==> config.mk <==
export PLATFORM = sky130hd
export DESIGN_NAME = idle_wake_ctl
export DESIGN_NICKNAME = d
export VERILOG_FILES = /design/src/rtl/idle_wake_ctl.sv
export SDC_FILE = /design/constraint.sdc
export NUM_CORES = 1
export LEC_CHECK = 0
export BUFFER_PORTS_ARGS = -buffer_cell sky130_fd_sc_hd__clkbuf_2
export CORE_AREA = 2 2 39 41
export CTS_CLUSTER_DIAMETER = 100
export DETAILED_ROUTE_END_ITERATION = 6
export DIE_AREA = 0 0 41 43
export PLACE_DENSITY = 0.56
export SETUP_SLACK_MARGIN = 0.1
export SLEW_MARGIN = 15
export SYNTH_ARGS = -nofsm -noshare
export SYNTH_HDL_FRONTEND = slang
export SYNTH_SLANG_ARGS = --single-unit
==> constraint.sdc <==
create_clock -name clk -period 1.4 [get_ports clk]
set_clock_uncertainty 0.2 [all_clocks]
set_input_delay 0.28 -clock clk [delete_from_list [all_inputs] [get_ports clk]]
set_output_delay 0.28 -clock clk [all_outputs]
set_load 0.02 [all_outputs]
==> src/rtl/idle_wake_ctl.sv <==
module idle_wake_ctl #(
  parameter int N_SRC    = 8,
  parameter int REG_W    = 8,
  parameter int IDLE_POS = 0
) (
  input  logic             clk,
  input  logic             rst,
  input  logic             reg_wr_en,
  input  logic [REG_W-1:0] reg_wr_data,
  output logic [REG_W-1:0] reg_rd_data,
  input  logic [N_SRC-1:0] irq_pend,
  input  logic [N_SRC-1:0] irq_en,
  output logic             fetch_stall,
  output logic             wake_pulse
);

  logic idle_q, wake_q;
  logic any_wake, go_idle;

  assign any_wake = |(irq_pend & irq_en);
  assign go_idle  = !idle_q && reg_wr_en && reg_wr_data[IDLE_POS];

  always_ff @(posedge clk) begin
    if (rst) begin
      idle_q <= 1'b0;
      wake_q <= 1'b0;
    end else begin
      wake_q <= idle_q && any_wake;
      if (idle_q && any_wake) idle_q <= 1'b0;
      else if (go_idle)       idle_q <= 1'b1;
    end
  end

  always_comb begin
    reg_rd_data           = '0;
    reg_rd_data[IDLE_POS] = idle_q;
  end

  assign fetch_stall = idle_q;
  assign wake_pulse  = wake_q;

  p_enter_r2: assert property (@(posedge clk) disable iff (rst)
    (!fetch_stall && reg_wr_en && reg_wr_data[IDLE_POS]) |=> fetch_stall);

  p_plain_write_r3: assert property (@(posedge clk) disable iff (rst)
    (!fetch_stall && reg_wr_en && !reg_wr_data[IDLE_POS]) |=> !fetch_stall);

  p_masked_hold_r4: assert property (@(posedge clk) disable iff (rst)
    (fetch_stall && !(|(irq_pend & irq_en))) |=> fetch_stall);

  p_exit_r5: assert property (@(posedge clk) disable iff (rst)
    (fetch_stall && |(irq_pend & irq_en)) |=> (!fetch_stall && !reg_rd_data[IDLE_POS] && wake_pulse));

  p_pulse_src_r6: assert property (@(posedge clk) disable iff (rst)
    $rose(wake_pulse) |-> $fell(fetch_stall));

  p_pulse_len_r6: assert property (@(posedge clk) disable iff (rst)
    wake_pulse |=> !wake_pulse);

  p_rd_mirror_r9: assert property (@(posedge clk) disable iff (rst)
    $countones(reg_rd_data) == (fetch_stall ? 1 : 0));

endmodule

---- Word-level counts from Yosys, hierarchy flattened ----
Cells that the tools add are included.
storage, ports and cells
  register bits after elaboration ......... 2
  latch bits .............................. 0
  bits in writable memories ............... 0
  memory bits (read-only) ................. 0
  bits of input ports ..................... 27
  output and inout bits ................... 10
  logic and storage cells ................. 9
  memories kept ........................... 0
operators by class
  add/subtract/negate cells ............... 0
  multiply operators ...................... 0
  divide/modulo/power cells ............... 0
  $lt $le $gt $ge ......................... 0
  eq/ne operators ......................... 0
  shift operators ......................... 0
  multiplexer cells ....................... 0
  bitwise gates (word level) .............. 1
  reduce and logical (&&, ||, !) cells .... 6
operator list
  cell                number
  8-bit AND           1
  8-bit OR reduction  1
  1-bit logical AND   3
  2-bit OR reduction  1
  1-bit logical NOT   1

---- Depth between registers and ports, before layout ----
  depth after elaboration ................. 4
  mapped depth ............................ 3
  gate-level depth less buffers ........... 3

---- Least setup slack after synthesis ----
OpenSTA, ideal clock, no wires.
  kind .................................... register to output
  start point ............................. register idle_q, in the netlist fetch_stall
  end point ............................... output port reg_rd_data[0]
  arrival ................................. 0.669 ns
  data required time ...................... 0.920 ns
  slack ................................... 0.251 ns
  cell stages (with the launch flop) ...... 2
  path buffers ............................ 1
  path through ............................ dfxtp_1 > buf_4
RTL lines
  what                    RTL line  source
  start, declared         17        logic idle_q, wake_q;
  start signal, assigned  25        idle_q <= 1'b0;
  start signal, assigned  29        if (idle_q && any_wake) idle_q <= 1'b0;
  start signal, assigned  30        else if (go_idle) idle_q <= 1'b1;
  end, declared           10        output logic [REG_W-1:0] reg_rd_data,
No word-level cell between the ends.

---- Worst setup path after layout ----
  start point ............................. register idle_q, in the netlist fetch_stall
  end point ............................... output port reg_rd_data[0]
No word-level cell between the ends.

==> run metrics <==
outcome finished, final reports clean; ANT cells 0; Setup WS post-layout between 0.15 and 0.2 ns; Logic pwr share 27.3%; Area Growth Syn to Fin 70.3%; Hold Crit Class primary input to register; synthesized area per cell just over 9 um2; post-cts hold buffer count 0; antenna violations before repair 0; H-tree levels 1; Seq/Total Area, Yosys 23.2%; vias in the first global route between 150 and 200; crit-path cells buf_4; worst skew pair latency between 0.2 and 0.25 ns; site row count 14; Clock Sinks 2; largest net degree at the start of global routing 6; Final min period around 1.2 ns; Max Cap Viol 0; most frequent cells in the layout clkbuf_2 (20), conb_1 (7), a22oi_1 (3), clkbuf_4 (3), buf_4 (2); Die Y between 40 and 50 um; DRT iter0 DRCs 5; Reg power frac between 20% and 30%; Psw about 0.073 mW; classification of the worst setup path register to output pin; port bufs 22; drt drc 0; final setup vio count 0; sw frac ~28%; CP arrival 0.72 ns; crit start category register; GRT Util Overall around 5.6%; Overflow after GRT 0; Fin. Hold Viols 0; Cell Area, Synth 173 um2; # fillers 164; CTS resizes 0; final WL between 400 and 500 um; Setup TNS 0 ns; Initial Utilization around an eighth; first-pass GRT wire length between 500 and 600 um; pwr dens 890 nW/um2; worst path buffer plus inverter count 1; Reg clk slew, reported paths 0.03 ns; critical path's top delay family flip-flops; DR vias a little under 200; Pwr Total around 0.26 mW; ratio of cells with drive above 1 in the final layout slightly below 70%; P_int 0.189 mW; final hold slack 0.0212 ns; Netlist cell types 9; leakage approximately 0.17 nW; #FFs+latches synth 2; drt first pass iters 2; Routed WL per cell just under 7 um; Core Area ~1400 um2; vias per cell 3.41; Clock Path Buffers 2; Clk network pwr share about half; die area 1760 um2; leading cell type in the layout, fill and taps excluded clkbuf_2; crit-path max FO 5; RSZ-0062 raised after global routing no; CTS root buf clkbuf_4; setup bufs post-CTS 0; CP Capture Type output pin; CTS tree done; cells after synthesis 19; GPL Wtd Cong between 0.5 and 0.6; Final #Nets 71; Achievable Freq about 830 MHz; Post-DRT Antenna Nets 0; Req. time, crit path 0.92 ns; VDD IR-drop max about 0.23 mV; max incr delay on CP ~0.35 ns; Slew Limit Fails 0; fin crit share between 80 and 90%; YS warnings 0; Util after Layout a little over a fifth; die width between 40 and 50 um; CTS buffer count 3; Top Ports 37; CP max stage cell dfxtp_2; dpl ws ~0.14 ns
-- flip-flops by register name, summed over array words and instances (netlist names) --
register and cells:
wake_pulse 1, fetch_stall 1
-- cell type report --
type                            count  area [um2]  area share, %
Clock buffer                        3        22.5           7.66
Multi-Input combinational cell     15        95.1           32.3
Sequential cell                     2        41.3           14.0
Tap cell                           16        20.0           6.81
Timing Repair Buffer               22         115           39.1
-- cells by family after synthesis --
group / after synthesis / share of synthesized area (%)
AO/OA/AOI/OAI: 6 / 30.4
AND/OR/NAND/NOR: 2 / 9.42
other: 1 / 2.17
flip-flops: 2 / 23.2
buffers and inverters: 8 / 34.8
-- synthesized netlist by cell type --
master,instances,area (um2)
and3b_2,1,10.0
conb_1,1,3.75
a22oi_1,3,22.5
a22oi_2,1,12.5
a21oi_1,1,5.00
a211oi_2,1,12.5
nand4_1,1,6.26
dfxtp_1,2,40.0
buf_4,8,60.1
-- metrics by stage --
stage                     instances  area, um2
after detailed placement         55        265
after CTS                        58        288
after global placement           55        265
after global routing             58        294
after floorplan                  25        195
final                            58        294
-- per-layer routing --
| layer | vias to the layer above | wire length [um] | GRT usage (%) |
|---|---|---|---|
| met5 | - | 0 | 0 |
| met4 | 0 | 0 | 8.00 |
| met3 | 0 | 52 | 3.14 |
| met2 | 12 | 241 | 8.13 |
| met1 | 85 | 108 | 3.82 |
| li1 | 101 | - | - |
-- power groups by stage --
stage / Clock (mW) / Sequential [mW] / Combinational (mW)
floorplan: 0 / 0.0685 / 0.0500
global placement: 0 / 0.0646 / 0.0690
detailed placement: 0 / 0.0646 / 0.0695
CTS: 0.135 / 0.0639 / 0.0696
global route: 0.146 / 0.0647 / 0.0785
finish: 0.126 / 0.0644 / 0.0713
-- path summary, 6_finish.rpt --
check / from / to / slack (ns) / cells after the start
hold reg to reg: fetch_stall / fetch_stall / 0.26 / 1
hold / removal: rst / fetch_stall / 0.02 / 2
setup / recovery: fetch_stall / reg_rd_data[0] / 0.20 / 1
setup reg to reg: fetch_stall / fetch_stall / 0.52 / 2
Note: power is estimated with default switching activity, not from simulation.
